### config.mk
export PLATFORM = sky130hd
export DESIGN_NAME = stor_cmd_seq
export DESIGN_NICKNAME = d
export VERILOG_FILES = /design/src/rtl/stor_seq_pkg.sv /design/src/rtl/stor_cmd_tx.sv /design/src/rtl/stor_rsp_rx.sv /design/src/rtl/stor_cmd_seq.sv
export SDC_FILE = /design/constraint.sdc
export NUM_CORES = 1
export LEC_CHECK = 0
export ABC_AREA = 1
export BUFFER_PORTS_ARGS = -buffer_cell sky130_fd_sc_hd__buf_2
export CAP_MARGIN = 20
export CORE_MARGIN = 2
export CORE_UTILIZATION = 40
export DETAILED_ROUTE_END_ITERATION = 6
export PLACE_DENSITY = 0.72
export SLEW_MARGIN = 10
export SYNTH_ARGS = -nofsm -noshare
export SYNTH_HDL_FRONTEND = slang
export SYNTH_SLANG_ARGS = --single-unit
### constraint.sdc
create_clock -name clk -period 2.95 [get_ports clk]
set_input_delay 0.4425 -clock clk [delete_from_list [all_inputs] [get_ports clk]]
set_output_delay 0.4425 -clock clk [all_outputs]
set_load 0.01 [all_outputs]
### src/rtl/stor_seq_pkg.sv
package stor_seq_pkg;

  typedef enum logic [1:0] {
    OP_NONE  = 2'd0,
    OP_WRITE = 2'd1,
    OP_READ  = 2'd2,
    OP_IDENT = 2'd3
  } op_e;

  typedef enum logic [1:0] {
    ST_IDLE,
    ST_SEND,
    ST_WAIT,
    ST_DONE
  } st_e;

  // type flags ordered {write, read, identify}
  function automatic logic [2:0] op_flags(op_e op);
    logic [2:0] f;
    unique case (op)
      OP_WRITE: f = 3'b100;
      OP_READ:  f = 3'b010;
      OP_IDENT: f = 3'b001;
      default:  f = 3'b000;
    endcase
    return f;
  endfunction

  // number of beats in the command packet
  function automatic logic [31:0] cmd_beats(op_e op, logic [31:0] count,
                                            logic [31:0] wps);
    if (op != OP_WRITE || count == 32'd0) return 32'd1;
    return count * wps;
  endfunction

endpackage

### src/rtl/stor_cmd_tx.sv
module stor_cmd_tx
  import stor_seq_pkg::*;
#(
  parameter int DATA_W           = 32,
  parameter int SECTOR_W         = 48,
  parameter int COUNT_W          = 16,
  parameter int WORDS_PER_SECTOR = 128
) (
  input  logic                clk,
  input  logic                rst_n,
  input  logic                start,
  input  logic                active,
  input  op_e                 op,
  input  logic [SECTOR_W-1:0] sector,
  input  logic [COUNT_W-1:0]  count,
  input  logic                wr_valid,
  input  logic [DATA_W-1:0]   wr_data,
  output logic                wr_ready,
  output logic                cmd_stb,
  input  logic                cmd_ack,
  output logic                cmd_sop,
  output logic                cmd_eop,
  output logic                cmd_write,
  output logic                cmd_read,
  output logic                cmd_identify,
  output logic [SECTOR_W-1:0] cmd_sector,
  output logic [COUNT_W-1:0]  cmd_count,
  output logic [DATA_W-1:0]   cmd_data,
  output logic                tx_done
);

  localparam int BW = COUNT_W + $clog2(WORDS_PER_SECTOR) + 1;

  logic [BW-1:0] idx;
  logic [BW-1:0] total;
  logic          is_wr;
  logic          beat_acc;

  assign total = BW'(cmd_beats(op, 32'(count), 32'(WORDS_PER_SECTOR)));
  assign is_wr = (op == OP_WRITE);

  assign {cmd_write, cmd_read, cmd_identify} = active ? op_flags(op) : 3'b000;
  assign cmd_sector = sector;
  assign cmd_count  = count;
  assign cmd_stb    = active && (is_wr ? wr_valid : 1'b1);
  assign cmd_data   = is_wr ? wr_data : '0;
  assign cmd_sop    = (idx == '0);
  assign cmd_eop    = (idx == total - BW'(1));
  assign beat_acc   = cmd_stb && cmd_ack;
  assign wr_ready   = beat_acc && is_wr;
  assign tx_done    = beat_acc && cmd_eop;

  always_ff @(posedge clk) begin
    if (!rst_n || start) idx <= '0;
    else if (beat_acc && !cmd_eop) idx <= idx + BW'(1);
  end

  assert_one_type_R3: assert property (@(posedge clk) disable iff (!rst_n)
    cmd_stb |-> $onehot({cmd_write, cmd_read, cmd_identify}));

  assert_hold_fields_R3: assert property (@(posedge clk) disable iff (!rst_n)
    (beat_acc && !cmd_eop) |=>
      $stable({cmd_write, cmd_read, cmd_identify, cmd_sector, cmd_count}));

  assert_ident_zero_R4: assert property (@(posedge clk) disable iff (!rst_n)
    (cmd_stb && cmd_identify) |->
      (cmd_sector == '0 && cmd_count == '0 && cmd_sop && cmd_eop && cmd_data == '0));

  assert_read_single_R5: assert property (@(posedge clk) disable iff (!rst_n)
    (cmd_stb && cmd_read) |-> (cmd_sop && cmd_eop));

  assert_wr_pair_R6: assert property (@(posedge clk) disable iff (!rst_n)
    wr_ready |-> (cmd_stb && cmd_ack && cmd_write));

endmodule

### src/rtl/stor_rsp_rx.sv
module stor_rsp_rx
  import stor_seq_pkg::*;
#(
  parameter int DATA_W = 32
) (
  input  logic              clk,
  input  logic              rst_n,
  input  logic              start,
  input  logic              active,
  input  op_e               op,
  input  logic              rsp_stb,
  output logic              rsp_ack,
  input  logic              rsp_eop,
  input  logic              rsp_write,
  input  logic              rsp_read,
  input  logic              rsp_identify,
  input  logic              rsp_last,
  input  logic              rsp_failed,
  input  logic [DATA_W-1:0] rsp_data,
  output logic              rd_valid,
  input  logic              rd_ready,
  output logic [DATA_W-1:0] rd_data,
  output logic              rx_end,
  output logic              err_q
);

  logic fwd;
  logic acc;
  logic type_bad;
  logic fail_seen;

  assign fwd       = (op == OP_READ) && rsp_read && !rsp_last;
  assign rsp_ack   = active && (fwd ? rd_ready : 1'b1);
  assign rd_valid  = active && rsp_stb && fwd;
  assign rd_data   = rsp_data;
  assign acc       = rsp_stb && rsp_ack;
  assign type_bad  = acc && ({rsp_write, rsp_read, rsp_identify} != op_flags(op));
  assign fail_seen = acc && rsp_failed;
  assign rx_end    = acc && rsp_last && rsp_eop;

  always_ff @(posedge clk) begin
    if (!rst_n || start) err_q <= 1'b0;
    else if (type_bad || fail_seen) err_q <= 1'b1;
  end

  assert_fwd_read_only_R9: assert property (@(posedge clk) disable iff (!rst_n)
    rd_valid |-> (rsp_read && !rsp_last && !rsp_write && !rsp_identify));

  assert_backpressure_R7: assert property (@(posedge clk) disable iff (!rst_n)
    (rd_valid && !rd_ready) |-> !rsp_ack);

  assert_fail_sticky_R10: assert property (@(posedge clk) disable iff (!rst_n)
    (fail_seen && !start) |=> err_q);

  assert_mismatch_sticky_R11: assert property (@(posedge clk) disable iff (!rst_n)
    (type_bad && !start) |=> err_q);

endmodule

### src/rtl/stor_cmd_seq.sv
module stor_cmd_seq
  import stor_seq_pkg::*;
#(
  parameter int DATA_W           = 32,
  parameter int SECTOR_W         = 48,
  parameter int COUNT_W          = 16,
  parameter int WORDS_PER_SECTOR = 128
) (
  input  logic                clk,
  input  logic                rst_n,
  input  logic                req_valid,
  output logic                req_ready,
  input  logic [1:0]          req_op,
  input  logic [SECTOR_W-1:0] req_sector,
  input  logic [COUNT_W-1:0]  req_count,
  input  logic                wr_valid,
  output logic                wr_ready,
  input  logic [DATA_W-1:0]   wr_data,
  output logic                cmd_stb,
  input  logic                cmd_ack,
  output logic                cmd_sop,
  output logic                cmd_eop,
  output logic                cmd_write,
  output logic                cmd_read,
  output logic                cmd_identify,
  output logic [SECTOR_W-1:0] cmd_sector,
  output logic [COUNT_W-1:0]  cmd_count,
  output logic [DATA_W-1:0]   cmd_data,
  input  logic                rsp_stb,
  output logic                rsp_ack,
  input  logic                rsp_eop,
  input  logic                rsp_write,
  input  logic                rsp_read,
  input  logic                rsp_identify,
  input  logic                rsp_last,
  input  logic                rsp_failed,
  input  logic [DATA_W-1:0]   rsp_data,
  output logic                rd_valid,
  input  logic                rd_ready,
  output logic [DATA_W-1:0]   rd_data,
  output logic                done,
  output logic                err
);

  st_e                 st;
  op_e                 op_q;
  logic [SECTOR_W-1:0] sector_q;
  logic [COUNT_W-1:0]  count_q;
  logic                start;
  logic                tx_done;
  logic                rx_end;
  logic                err_q;
  logic                in_send;
  logic                in_wait;

  assign req_ready = (st == ST_IDLE);
  assign start     = req_valid && req_ready && (req_op != 2'd0);
  assign in_send   = (st == ST_SEND);
  assign in_wait   = (st == ST_WAIT);
  assign done      = (st == ST_DONE);
  assign err       = done && err_q;

  always_ff @(posedge clk) begin
    if (!rst_n) begin
      st       <= ST_IDLE;
      op_q     <= OP_NONE;
      sector_q <= '0;
      count_q  <= '0;
    end else begin
      unique case (st)
        ST_IDLE: if (start) begin
          st       <= ST_SEND;
          op_q     <= op_e'(req_op);
          sector_q <= (op_e'(req_op) == OP_IDENT) ? '0 : req_sector;
          count_q  <= (op_e'(req_op) == OP_IDENT) ? '0 : req_count;
        end
        ST_SEND: if (tx_done) st <= ST_WAIT;
        ST_WAIT: if (rx_end) st <= ST_DONE;
        default: st <= ST_IDLE;
      endcase
    end
  end

  stor_cmd_tx #(
    .DATA_W(DATA_W), .SECTOR_W(SECTOR_W), .COUNT_W(COUNT_W),
    .WORDS_PER_SECTOR(WORDS_PER_SECTOR)
  ) u_tx (
    .clk(clk), .rst_n(rst_n), .start(start), .active(in_send), .op(op_q),
    .sector(sector_q), .count(count_q),
    .wr_valid(wr_valid), .wr_data(wr_data), .wr_ready(wr_ready),
    .cmd_stb(cmd_stb), .cmd_ack(cmd_ack), .cmd_sop(cmd_sop), .cmd_eop(cmd_eop),
    .cmd_write(cmd_write), .cmd_read(cmd_read), .cmd_identify(cmd_identify),
    .cmd_sector(cmd_sector), .cmd_count(cmd_count), .cmd_data(cmd_data),
    .tx_done(tx_done)
  );

  stor_rsp_rx #(.DATA_W(DATA_W)) u_rx (
    .clk(clk), .rst_n(rst_n), .start(start), .active(in_wait), .op(op_q),
    .rsp_stb(rsp_stb), .rsp_ack(rsp_ack), .rsp_eop(rsp_eop),
    .rsp_write(rsp_write), .rsp_read(rsp_read), .rsp_identify(rsp_identify),
    .rsp_last(rsp_last), .rsp_failed(rsp_failed), .rsp_data(rsp_data),
    .rd_valid(rd_valid), .rd_ready(rd_ready), .rd_data(rd_data),
    .rx_end(rx_end), .err_q(err_q)
  );

  assert_busy_blocks_R2: assert property (@(posedge clk) disable iff (!rst_n)
    start |=> !req_ready);

  assert_done_pulse_R8: assert property (@(posedge clk) disable iff (!rst_n)
    done |=> (!done && req_ready));

  assert_end_to_done_R8: assert property (@(posedge clk) disable iff (!rst_n)
    rx_end |=> done);

  assert_no_early_ack_R12: assert property (@(posedge clk) disable iff (!rst_n)
    cmd_stb |-> !rsp_ack);

endmodule

; Yosys cells after proc, flatten, opt, wreduce, memory -nomap -nowiden
; Cells that the tools add are included.
; W data, S select, Z words.
[totals]
regBits = 93
out_inout_bits = 140
word_cells = 65
[classes]
add_sub_neg = 2
n_eq_ne = 13
muxes = 14
reduce_logical = 30
[op_table]
columns = operator, count
row1 = $mux W24, 2
row2 = $mux W48, 1
row3 = $mux W32, 1
row4 = $add A24 B1 Y24 const B, 1
row5 = $eq A24 B24 Y1, 1
row6 = $logic_not A24 Y1, 1
row7 = $sub A24 B1 Y24 const B, 1
row8 = $logic_and A1 B1 Y1, 18
row9 = $logic_not A16 Y1, 1
row10 = $mux W16, 1
row11 = $eq A2 B2 Y1 const B, 5
row12 = $pmux W3 S3, 1
row13 = $mux W2, 3
row14 = $pmux W2 S3, 1
row15 = $eq A2 B1 Y1 const B, 2
row16 = $ne A2 B1 Y1 const B, 2
row17 = $ne A2 B2 Y1 const B, 2
row18 = $logic_not A1 Y1, 3
row19 = $logic_or A1 B1 Y1, 3
row20 = $mux W1, 3
row21 = $mux W3, 1
row22 = $ne A3 B3 Y1, 1
row23 = $reduce_and A3 Y1, 1
row24 = $logic_not A2 Y1, 1
row25 = other kinds (2), 2

; Depth between registers and ports, before layout
; Gate-level depths: netlist (run 1).
[logic_depth]
word_depth = 10
ltp_mapped = 22
depth_no_buf = 21

; Hierarchy
; Synthesis (run 1) repeated with hierarchy kept, for this count alone.
[hier_totals]
cells_unflattened = 957
area_unflattened_um2 = 6834.1
[modules_own_cells]
columns = module, instances, cells_each, area_per_inst_um2
row1 = stor_cmd_tx, 1, 566, 3308.2
row2 = stor_cmd_seq, 1, 327, 3103.0
row3 = stor_rsp_rx, 1, 64, 422.9

; Worst setup path before layout (run 1)
; OpenSTA, ideal clock, no wires.
[synth_path]
kind = reg-to-reg
from = register count_q[1]
to = register u_tx.idx[12]
setup_time_ps = 142
arrival_time_ps = 2168
t_required_ps = 2808
setup_slack_ps = 640
path_stages_with_launch = 21
n_path_buf = 2
cell_sequence = dfxtp_1 nor2_4 nand2_1 nor2_4 nand2_4 buf_6 nand3_2 inv_1 nor2_1 nand2_1 nand2_1 nand2_1 nor2_1 nand2_1 nor2_1 nand3_1 nor2_4 inv_4 buf_2 nand3_1 a21oi_2
[synth_via]
elab_chain_len = 8
[synth_lines]
columns = item, line
row1 = from (decl), stor_cmd_seq.sv:48  ; logic [COUNT_W-1:0] count_q;
row2 = from (signal assigned), stor_cmd_seq.sv:75  ; count_q <= (op_e'(req_op) == OP_IDENT) ? '0 : req_count;
row3 = $logic_not A16 Y1, stor_seq_pkg.sv:32  ; if (op != OP_WRITE || count == 32'd0) return 32'd1;
row4 = $logic_or A1 B1 Y1, stor_seq_pkg.sv:32
row5 = $mux W1, stor_seq_pkg.sv:32
row6 = $mux W24 *, stor_seq_pkg.sv:33  ; return count * wps;
row7 = $sub A24 B1 Y24 *, stor_cmd_tx.sv:48  ; assign cmd_eop = (idx == total - BW'(1));
row8 = $eq A24 B24 Y1 *, stor_cmd_tx.sv:48
row9 = named net cmd_eop, stor_cmd_seq.sv:22  ; output logic cmd_eop,
row10 = $logic_not A1 Y1 *, stor_cmd_tx.sv:55  ; else if (beat_acc && !cmd_eop) idx <= idx + BW'(1);
row11 = $logic_and A1 B1 Y1 *, stor_cmd_tx.sv:55
row12 = to (signal assigned), stor_cmd_tx.sv:55
row13 = to (decl), stor_cmd_tx.sv:34  ; logic [BW-1:0] idx;
; The timed path passes the listed nets; every way through them passes the cells marked *.
; A chain may end at the register's enable or synchronous reset.

; Worst setup path after layout (run 1)
[layout_path]
from = register count_q[15]
to = output cmd_eop
[layout_via]
elab_chain_len = 6
[layout_lines]
columns = item, line
row1 = $logic_not A16 Y1, stor_seq_pkg.sv:32
row2 = $logic_or A1 B1 Y1, stor_seq_pkg.sv:32
row3 = $mux W1, stor_seq_pkg.sv:32
row4 = $mux W24 *, stor_seq_pkg.sv:33
row5 = $sub A24 B1 Y24 *, stor_cmd_tx.sv:48
row6 = $eq A24 B24 Y1 *, stor_cmd_tx.sv:48
row7 = to (decl), stor_cmd_seq.sv:22
; Mark *: on every way between the ends. The rest lies on a longest branch, timed or not.

==> results by group, run 1 <==
Drt
  • Total Wirelength: 17.5 mm
  • Wirelength per Cell: 15.1 µm
  • 1st-iter DRT viols: 386
  • Via density: 5.08
  • Drt pass-1 iters: 5
  • Post-DRT Antenna Nets: 0
  • DRC: 0
  • Vias post-DR: slightly below 6,000

Clocking
  • CTS Sinks: 93
  • Root Driver: clkbuf_16
  • Clock latency on the worst-skew pair: 0.36 ns
  • Number of CTS-inserted buffers: 9
  • H-tree depth: 3
  • Buffer depth of the longest clock path: 2
  • CTS tree: done
  • Clock transition at the registers of the reported paths: 0.07 ns

Critical path
  • R2r setup slk: 0.30 ns
  • Slowest stage delay, CP: 0.38 ns
  • Reg2Reg Depth: 19
  • CP Capture Type: output port
  • Critical path class: flop to output port
  • Critical-path cell list: nor2_1 > nand2_1 > nor2_4 > buf_4 > a21oi_4 > o21ai_0 > nand2_1 > inv_1 > nand2_1 > nand2_1 > nand2_1 > nand2_1 > nor2_1 > nand3_1 > nor2_4 > buf_6
  • Worst path arrival time: 2.39 ns
  • CP max FO: 9
  • Top delay family on crit path: simple AND/OR/NAND/NOR gates
  • Worst reg2reg startpoint: count_q[8]$_SDFFE_PN0P_
  • Critical Path Start Type: flop
  • Required time of the critical path: 2.51 ns
  • Most frequent CP cell: nand2_1
  • Critical-path top delay cell: dfxtp_1
  • CP Buf/Inv Count: 3
  • R2r endpoint: u_tx.idx[7]$_SDFFE_PP0P_

Flow run
  • Max-cap violations: 0

Power and ir drop
  • Sequential cell fraction of total power: between 30% and 40%
  • PD cells: 614 nW/µm²
  • Leakage: 3.44 nW
  • Psw: 1.72 mW
  • Comb pwr share: 39.5%
  • Sw frac: approximately 40%
  • Pint: between 2 and 3 mW
  • Clock power frac: 26.3%
  • Peak VDD IR: 0.391 mV

Layout
  • Core Util, Final: 52.6%
  • # fillers: roughly 1,300
  • Layout cells sized above 1: 32.3%
  • Final Non-Filler Cells: 1,156
  • Nets: 1,125
  • Growth of design area from synthesis to finish: 27.4%
  • Antenna Diode Count: 0
  • Final Cell Area: 7020 µm²

GRT
  • Grt total ovfl: 0
  • Vias in the first global route: 5,482
  • Antenna violations before repair: 0
  • Global-route wire length before repair: 27.6 mm
  • GRT Resource Usage Total: about a quarter
  • Maximum number of pins on one net before global-route repair: 52

Yosys
  • Post-Synthesis Cell Area: 5510 µm²
  • Mean post-synth cell area: roughly 7.0 µm²
  • Main synth FF type: dfxtp_1
  • Leading area contributor after synthesis: dfxtp_1
  • Sequential element share of the synthesized area: about a third
  • Post-synth top area share: about 34%
  • Total number of yosys warnings: 0
  • Mapped Cells: approximately 800
  • Netlist cell types: 40
  • Yosys reg bits: 93
  • Syn_nets: 936
  • FFs w/ async S/R, synth: 0%
  • Area contributors post-synth: dfxtp_1 (34%), nand2_1 (11%), a32o_1 (6.7%), nand3_1 (6.7%), inv_1 (6.6%)
  • Number of flops mapped to enable cells by yosys: 0

Floorplan
  • Std-Cell Rows: between 40 and 50
  • Core area: 13,300 µm²
  • Die Footprint: 14,700 µm²
  • Initial core utilization: 41.3%
  • Die width: 121 µm
  • Die Y: 121 µm
  • IO Pins: 283

Timing
  • Slew Limit Headroom: 64.1%
  • Fin crit share: 96.1%
  • Tmin final: 2.84 ns
  • Fin Hold WS: 0.314 ns
  • RSZ-0062 raised after global routing: yes
  • Fin worst setup slack: 0.114 ns
  • Slew @ Worst Pin: 0.538 ns
  • Setup violators final: 0
  • Pins Over Slew Limit: 0
  • Hold Fails Final Rpt: 0
  • Max Freq: ~350 MHz
  • Worst clock skew: 0.00993 ns

Placed design
  • Detailed-placement wirelength estimate: 13.2 mm
  • Place WS: 0.231 ns
  • GPL Wtd Cong: 0.945
  • # placed instances: 1,130
  • Port bufs: 218
  • Post-DP Area: approximately 6600 µm²

Worst hold path
  • Hold EP: count_q[0]$_SDFFE_PN0P_
  • Worst Hold Launch: req_count[0]
  • Hold Crit Depth: 3
  • Min-Delay Path Class: input pin to flop

Run status
  • Status: completed
worst max-delay path by stage:
stage | slack, ns | cells past startpoint | from | to
floorplan | 0.64 | 20 | count_q[1]$_SDFFE_PN0P_ | u_tx.idx[12]$_SDFFE_PP0P_
CTS | 0.01 | 17 | count_q[1]$_SDFFE_PN0P_ | cmd_eop
global placement | 0.30 | 16 | count_q[9]$_SDFFE_PN0P_ | cmd_eop
detailed placement | 0.23 | 19 | count_q[1]$_SDFFE_PN0P_ | u_tx.idx[7]$_SDFFE_PP0P_
finish | 0.11 | 16 | count_q[15]$_SDFFE_PN0P_ | cmd_eop
global route | -0.15 | 16 | count_q[5]$_SDFFE_PN0P_ | cmd_eop
timing repair:
item,4_1_cts,5_1_grt
endpoints found under the setup margin,1,25
gates resized for setup,14,15
hold buffers,0,0
pin swaps,4,11
buffers inserted,4,6
worst register-to-register path: cells and delay by family (launching register included):
kind                   cells  cell delay (ns)
flip-flops                 1             0.36
AND/OR/NAND/NOR           15             1.59
buffers and inverters      2             0.36
AO/OA/AOI/OAI              2             0.24
per-stage QoR:
| stage | TNS [ns] | total power [mW] |
|---|---|---|
| 2_1_floorplan | 0 | 2.60 |
| 3_3_place_gp | 0 | 3.04 |
| 3_5_place_dp | 0 | 3.05 |
| 4_1_cts | 0 | 4.26 |
| 5_1_grt | -0.172 | 4.57 |
| 6_report | 0 | 4.32 |
synth_stat cells, types with 3 or more instances:
master,instances
nand2_1,155
inv_1,97
dfxtp_1,93
nor2_1,92
nand3_1,74
o21ai_0,38
a32o_1,37
buf_4,33
clkbuf_1,27
xor2_1,24
a21oi_2,17
nand4_1,15
a21oi_1,13
nor3_1,13
nor4_1,8
ha_1,7
buf_2,4
nor2_4,4
o211ai_1,4
o21ai_1,4
nor2_2,3
area by class of cell:
type	instances	area, µm²	area share, %
tap	176	220	3.14
multi-input combinational	526	2950	41.9
clock buffer	9	225	3.21
clock inverter	7	66.3	0.944
timing repair buffer	245	1310	18.6
sequential	93	1880	26.8
inverter	100	378	5.38
power groups by stage:
stage | clock network (mW) | logic [mW] | registers (mW)
after floorplan | 0 | 1.06 | 1.55
after global placement | 0 | 1.54 | 1.49
after detailed placement | 0 | 1.55 | 1.50
after CTS | 1.16 | 1.63 | 1.47
after global routing | 1.20 | 1.87 | 1.49
final | 1.14 | 1.70 | 1.48
logic make-up after synthesis:
kind of cell    count (synthesis)  synth area share, %
flops                          93                 33.8
compound gates                120                 16.0
xor+xnor                       25                 3.97
fa+ha+maj                       7                 1.59
simple gates                  374                 30.4
buf+inv                       167                 14.2
layer usage:
metal	global-route usage [%]	share of wire [%]	vias up
li1	-	-	2942
met5	0	0	-
met2	37.6	45	267
met4	10.3	3.3	0
met1	29.9	43	2619
met3	6.48	9.1	43
cell usage in the layout (no fill, tap or decap), types with 16 or more instances in the layout:
cell / synthesis / final
a32o_1: 37 / 37
nand3_1: 74 / 74
buf_2: 4 / 217
buf_4: 33 / 25
nand2_1: 155 / 150
o21ai_0: 38 / 38
nor2_1: 92 / 86
xor2_1: 24 / 24
dfxtp_1: 93 / 84
inv_1: 97 / 97
a21oi_2: 17 / 16
state kept, by name, indices dropped and copies added (netlist names):
signal and flops:
st 2, sector_q 48, u_rx.err_q 1, count_q 16
u_tx.idx 24, op_q 2
(Power assumes the default switching activity.)
==> run 2, diff against run 1 <==
--- a/config.mk
+++ b/config.mk
@@ -8,6 +8,7 @@
 export ABC_AREA = 1
 export BUFFER_PORTS_ARGS = -buffer_cell sky130_fd_sc_hd__buf_2
 export CAP_MARGIN = 20
+export CORE_ASPECT_RATIO = 1.25
 export CORE_MARGIN = 2
 export CORE_UTILIZATION = 40
 export DETAILED_ROUTE_END_ITERATION = 6
==> run 2 against run 1 <==
Against the previous run:
- core utilization fell by 0.21 points
- final cell count fell by 0.52%
- worst setup slack got worse by 0.091 ns
- total power fell by 0.33%
- design area fell by 0.39%
- clock power barely moved
- worst hold slack improved by 0.0061 ns
- clock skew fell by 0.0053 ns
- register-to-register slack got worse by 0.02 ns
- count of clock-buffer cells in the layout did not move
- routed wire length fell by 0.33%
==> results by group, run 2 (synthesis gave the netlist of run 1 again) <==
Timing
  • Fin crit share: 99.2% (was 96.1%)
  • Hold Fails Final Rpt: 0 (unchanged)
  • Pins Over Slew Limit: 0 (unchanged)
  • Fin Hold WS: 0.320 ns (was 0.314 ns)
  • Setup violators final: 0 (unchanged)
  • Worst clock skew: 0.00460 ns (was 0.00993 ns)
  • Slew @ Worst Pin: 0.532 ns (was 0.538 ns)
  • Slew Limit Headroom: 64.5% (was 64.1%)
  • Tmin final: 2.93 ns (was 2.84 ns)
  • RSZ-0062 raised after global routing: yes (unchanged)
  • Max Freq: 342 MHz (was 353 MHz)

Clocking
  • CTS Sinks: 93 (unchanged)
  • Clock transition at the registers of the reported paths: 0.07 ns (about the same)
  • Number of CTS-inserted buffers: 9 (unchanged)
  • H-tree depth: 3 (unchanged)
  • Buffer depth of the longest clock path: 2 (unchanged)
  • CTS tree: done (unchanged)
  • Clock latency on the worst-skew pair: 0.36 ns (about the same)
  • Hold buffers post-CTS: 0 (unchanged)
  • Root Driver: clkbuf_16 (unchanged)

Critical path
  • CP Capture Type: output port (unchanged)
  • Worst path arrival time: 2.48 ns (was 2.39 ns)
  • Critical path class: flop to output port (unchanged)
  • CP max FO: 7 (was 9)
  • Required time of the critical path: 2.51 ns (about the same)
  • Critical Path Start Type: flop (unchanged)

Floorplan
  • Core area: 13,300 µm² (about the same)
  • Std-Cell Rows: 47 (was 42)
  • Initial core utilization: 41.3% (about the same)
  • IO Pins: 283 (unchanged)
  • Die Footprint: 14,700 µm² (about the same)
  • Die Y: 135 µm (was 121 µm)
  • Die width: 109 µm (was 121 µm)

Power and ir drop
  • PD cells: 615 nW/µm² (was 614 nW/µm²)
  • Leakage: 3.43 nW (was 3.44 nW)
  • Peak VDD IR: 0.437 mV (was 0.391 mV)

GRT
  • Vias in the first global route: 5,899 (was 5,482)
  • Antenna violations before repair: 0 (unchanged)
  • Maximum number of pins on one net before global-route repair: 52 (unchanged)
  • GRT Resource Usage Total: 24.2% (was 23.6%)
  • Global-route wire length before repair: 28.4 mm (was 27.6 mm)
  • Grt total ovfl: 0 (unchanged)

Layout
  • Antenna Diode Count: 0 (unchanged)
  • Final Cell Area: 7000 µm² (was 7020 µm²)
  • Nets: 1,124 (was 1,125)
  • Core Util, Final: 52.4% (was 52.6%)
  • Biggest regs: sector_q: 48 flops, u_tx.idx: 24 flops, count_q: 16 flops (unchanged)
  • Growth of design area from synthesis to finish: 26.9% (was 27.4%)
  • Most common cell after layout, fill and taps aside: buf_2 (unchanged)
  • Largest Register: sector_q (unchanged)
  • Largest register FFs: 48 (unchanged)
  • Layout cells sized above 1: 32.0% (was 32.3%)
  • Most frequent cells in the layout: buf_2 (217), nand2_1 (152), inv_1 (97) (was buf_2 (217), nand2_1 (150), inv_1 (97))

Placed design
  • Port bufs: 218 (unchanged)
  • Detailed-placement wirelength estimate: 13.4 mm (was 13.2 mm)
  • GPL Wtd Cong: 0.953 (was 0.945)
  • Post-DP Area: 6540 µm² (was 6570 µm²)

Drt
  • Via density: 5.14 (was 5.08)
  • Post-DRT Antenna Nets: 0 (unchanged)
  • Drt pass-1 iters: 5 (unchanged)
  • Total Wirelength: 17.4 mm (was 17.5 mm)
  • 1st-iter DRT viols: 278 (was 386)
  • Vias post-DR: 5,916 (was 5,871)
  • DRC: 0 (unchanged)
  • Wirelength per Cell: 15.1 µm (about the same)

Run status
  • Status: completed (unchanged)

Worst hold path
  • Min-Delay Path Class: input pin to flop (unchanged)

Flow run
  • Max-cap violations: 0 (unchanged)
## run 2: changes by cell type in the layout (fill, tap and decap cells not counted), moves of 2 or more
cell     delta
buf_6       -3
nor2_2      -2
inv_6       +2
dfxtp_1     +3
nor2_4      +2
nand2_1     +2
dfxtp_4     -3
## run 2: area by class of cell
type                            count  area, µm²
Timing Repair Buffer              243       1290
Inverter                          100        380
Clock inverter                      7       67.6
Multi-Input combinational cell    527       2950
Sequential cell                    93       1870
Fill cell                        1329       6350
Clock buffer                        9        225
Tap cell                          171        214
## run 2: path summary, 6_finish.rpt
check | from | endpoint | slack, ns | depth (start not counted)
hold / removal | req_count[1] | count_q[1]$_SDFFE_PN0P_ | 0.32 | 3
setup / recovery | count_q[0]$_SDFFE_PN0P_ | cmd_eop | 0.02 | 14
setup reg to reg | count_q[0]$_SDFFE_PN0P_ | u_tx.idx[14]$_SDFFE_PP0P_ | 0.28 | 18
hold reg to reg | sector_q[34]$_SDFFE_PN0P_ | sector_q[34]$_SDFFE_PN0P_ | 0.46 | 2
## run 2: what timing repair did
item,CTS,global route
buffers inserted,8,4
pin swaps,7,10
hold endpoints to repair,0,0
resized for setup,9,12
gates cloned,1,0
endpoints found under the setup margin,1,25
## run 2: through the flow
| stage | setup TNS, ns | instances | power, mW | worst slack (ns) |
|---|---|---|---|---|
| floorplan | 0 | 786 | 2.60 | 0.640 |
| global placement | 0 | 1121 | 3.04 | 0.250 |
| detailed placement | 0 | 1121 | 3.05 | 0.227 |
| CTS | 0 | 1146 | 4.28 | 0.00173 |
| global route | -0.164 | 1150 | 4.55 | -0.164 |
| finish | 0 | 1150 | 4.30 | 0.0235 |
## run 2: layer usage
layer	part of all wire [%]	vias up	wire length (µm)	global-route usage [%]
li1	-	2942	-	-
met1	41	2741	7200	29.0
met2	49	198	8580	40.4
met3	6.9	35	1210	7.70
met4	2.3	0	406	8.40
met5	0	-	0	0
## run 2: report_power, final
part           total [mW]  leakage (nW)  internal, mW  switching (mW)
registers            1.48         0.758          1.39          0.0976
clock network        1.13         0.140         0.590           0.544
logic                1.68          2.53         0.592            1.09
## run 2: critical path, cell delays in order (launching register included)
cell and delay (ns):
dfxtp_2 0.36, nor2_4 0.14, nand2_2 0.08, nor2_4 0.20, nand2_4 0.12, o211ai_1 0.16, nand2_2 0.18, nor2_4 0.14
nand2_1 0.09, nand3_1 0.09, nand2_1 0.07, nor2_1 0.10, nand3_1 0.12, nor2_4 0.14, buf_4 0.14
==> run 3, diff against run 2 <==
--- a/config.mk
+++ b/config.mk
@@ -12,6 +12,7 @@
 export CORE_MARGIN = 2
 export CORE_UTILIZATION = 40
 export DETAILED_ROUTE_END_ITERATION = 6
+export MAX_ROUTING_LAYER = met4
 export PLACE_DENSITY = 0.72
 export SLEW_MARGIN = 10
 export SYNTH_ARGS = -nofsm -noshare
==> run 3 against run 2 <==
Against the previous run:
- clock power is essentially flat
- global-route usage grew 0.49 points
- critical path type unchanged
- register-to-register slack lost 0.06 ns
- count of clock-buffer cells in the layout is the same
- largest cell class unchanged
==> results by group, run 3 (synthesis gave the netlist of run 1 again) <==
Layout
  • Biggest regs: sector_q: 48 flops, u_tx.idx: 24 flops, count_q: 16 flops (unchanged)
  • Layout cells sized above 1: 33.9% (was 32.0%)
  • Most common cell after layout, fill and taps aside: buf_2 (unchanged)
  • # fillers: 1,290 (was 1,329)
  • Growth of design area from synthesis to finish: 30.1% (was 26.9%)
  • Largest register FFs: 48 (unchanged)
  • Core Util, Final: 53.7% (was 52.4%)
  • Nets: 1,132 (was 1,124)
  • Final Non-Filler Cells: 1,158 (was 1,150)
  • Most frequent cells in the layout: buf_2 (217), nand2_1 (149), inv_1 (96) (was buf_2 (217), nand2_1 (152), inv_1 (97))
  • Antenna Diode Count: 0 (unchanged)
  • Largest Register: sector_q (unchanged)

Floorplan
  • Std-Cell Rows: 47 (unchanged)
  • Die Footprint: 14,700 µm² (unchanged)
  • Core area: 13,300 µm² (unchanged)
  • Die width: 109 µm (unchanged)
  • IO Pins: 283 (unchanged)
  • Initial core utilization: 41.3% (unchanged)
  • Die Y: 135 µm (unchanged)

Power and ir drop
  • PD cells: 626 nW/µm² (was 615 nW/µm²)
  • Leakage: 3.50 nW (was 3.43 nW)
  • Peak VDD IR: 0.495 mV (was 0.437 mV)

Timing
  • Slew @ Worst Pin: 0.535 ns (was 0.532 ns)
  • Setup TNS: 0 ns (unchanged)
  • Pins Over Slew Limit: 0 (unchanged)
  • Fin crit share: 99.8% (was 99.2%)
  • Setup violators final: 0 (unchanged)
  • Slew Limit Headroom: 64.3% (was 64.5%)
  • Tmin final: 2.94 ns (was 2.93 ns)
  • Max Freq: 340 MHz (was 342 MHz)
  • Worst clock skew: 0.00548 ns (was 0.00460 ns)
  • Hold Fails Final Rpt: 0 (unchanged)
  • Fin worst setup slack: 0.00610 ns (was 0.0235 ns)
  • RSZ-0062 raised after global routing: yes (unchanged)

Critical path
  • CP startpoint: count_q[10]$_SDFFE_PN0P_ (was count_q[0]$_SDFFE_PN0P_)
  • Required time of the critical path: 2.51 ns (about the same)
  • Worst reg2reg startpoint: count_q[10]$_SDFFE_PN0P_ (was count_q[0]$_SDFFE_PN0P_)
  • R2r setup slk: 0.22 ns (was 0.28 ns)
  • Critical path class: flop to output port (unchanged)
  • Slowest stage delay, CP: 0.32 ns (was 0.36 ns)
  • CP Capture Type: output port (unchanged)
  • Worst path arrival time: 2.50 ns (was 2.48 ns)
  • Reg2Reg Depth: 19 (was 18)
  • CP max FO: 5 (was 7)
  • Critical-path top delay cell: dfxtp_2 (unchanged)
  • Most frequent CP cell: nand2_1 (was nor2_4)
  • Critical Path Start Type: flop (unchanged)
  • Critical-path cell list: nor2_2 > nand2_2 > nor2_4 > buf_4 > a21oi_4 > buf_4 > nand2_1 > nand2_1 > nor2_2 > nand3_1 > nand2_1 > xor2_1 > nand2_1 > nor2_4 > buf_6 (was nor2_4 > nand2_2 > nor2_4 > nand2_4 > o211ai_1 > nand2_2 > nor2_4 > nand2_1 > nand3_1 > nand2_1 > nor2_1 > nand3_1 > nor2_4 > buf_4)
  • R2r endpoint: u_tx.idx[8]$_SDFFE_PP0P_ (was u_tx.idx[14]$_SDFFE_PP0P_)

GRT
  • Grt total ovfl: 0 (unchanged)
  • Global-route wire length before repair: 28.2 mm (was 28.4 mm)
  • Vias in the first global route: 5,761 (was 5,899)
  • GRT Resource Usage Total: 24.7% (was 24.2%)
  • Antenna violations before repair: 0 (unchanged)
  • Maximum number of pins on one net before global-route repair: 54 (was 52)

Clocking
  • Number of CTS-inserted buffers: 9 (unchanged)
  • H-tree depth: 3 (unchanged)
  • CTS tree: done (unchanged)
  • Clock latency on the worst-skew pair: 0.35 ns (was 0.36 ns)
  • Root Driver: clkbuf_16 (unchanged)
  • Buffer depth of the longest clock path: 2 (unchanged)
  • Clock transition at the registers of the reported paths: 0.07 ns (about the same)
  • CTS Sinks: 93 (unchanged)

Placed design
  • # placed instances: 1,120 (was 1,121)
  • Detailed-placement wirelength estimate: 13.2 mm (was 13.4 mm)
  • Port bufs: 218 (unchanged)
  • Place WS: 0.198 ns (was 0.227 ns)
  • GPL Wtd Cong: 0.957 (was 0.953)

Drt
  • Via density: 5.12 (was 5.14)
  • Total Wirelength: 17.6 mm (was 17.4 mm)
  • Vias post-DR: 5,934 (was 5,916)
  • Wirelength per Cell: 15.2 µm (was 15.1 µm)
  • Drt pass-1 iters: 5 (unchanged)
  • DRC: 0 (unchanged)
  • 1st-iter DRT viols: 306 (was 278)
  • Post-DRT Antenna Nets: 0 (unchanged)

Flow run
  • Max-cap violations: 0 (unchanged)

Worst hold path
  • Hold Crit Depth: 3 (unchanged)
  • Worst Hold Launch: req_count[12] (was req_count[1])
  • Min-Delay Path Class: input pin to flop (unchanged)
  • Hold EP: count_q[12]$_SDFFE_PN0P_ (was count_q[1]$_SDFFE_PN0P_)

Run status
  • Status: completed (unchanged)
run 3: cell count changes in the layout (fill, tap and decap cells not counted), sizes merged:
cell | before | now
nor2 | 100 | 101
clkinvlp | 1 | 0
inv | 103 | 104
buf | 243 | 250
run 3: report_power, final:
part	internal, mW	total [mW]	switching (mW)
combinational	0.673	1.84	1.17
sequential	1.39	1.49	0.101
clock	0.603	1.16	0.559
run 3: how the worst max path moves through the flow:
stage,endpoint,slack [ns]
global placement,cmd_eop,0.22
floorplan,u_tx.idx[12]$_SDFFE_PP0P_,0.64
detailed placement,count_q[13]$_SDFFE_PN0P_,0.20
global route,cmd_eop,-0.16
CTS,cmd_eop,0.005
finish,cmd_eop,0.006
run 3: per-stage QoR:
step / hold WS [ns] / cell area (µm²) / power [mW]
floorplan: 0.439 / 5510 / 2.60
global placement: 0.436 / 6530 / 3.04
detailed placement: 0.446 / 6530 / 3.06
CTS: 0.317 / 7020 / 4.41
global route: 0.330 / 7170 / 4.76
finish: 0.324 / 7170 / 4.49
run 3: final cells by class:
class	instances	area, µm²	share of cell area (%)
flip-flops and latches	93	1890	26.4
clock inverters	7	78.8	1.10
multi-input cells	528	3020	42.1
clock buffers	9	225	3.14
well taps	171	214	2.98
repair buffers	250	1370	19.0
inverters	100	380	5.30
run 3: critical path: cells and delay by family, from the launching register on:
kind,cells,cell delay (ns)
DFF,1,0.32
xor gates and xnor gates,1,0.15
AOI/OAI and AO/OA,1,0.06
buffers and inverters,3,0.44
and+or+nand+nor,10,1.19
run 3: timing repair:
action                     4_1_cts  5_1_grt
hold buffers                     0        0
setup buffers                   11        8
setup endpoints to repair        1       27
pin swaps                       15       16
gates cloned                     1        1
resized for setup               25       23
run 3: per-layer routing:
metal | track usage (%) | vias up | routed length, µm
met1 | 29.0 | 2692 | 7090
met5 | - | - | 0
met2 | 41.6 | 227 | 8850
met3 | 5.68 | 54 | 1160
li1 | - | 2961 | -
met4 | 7.48 | 0 | 483
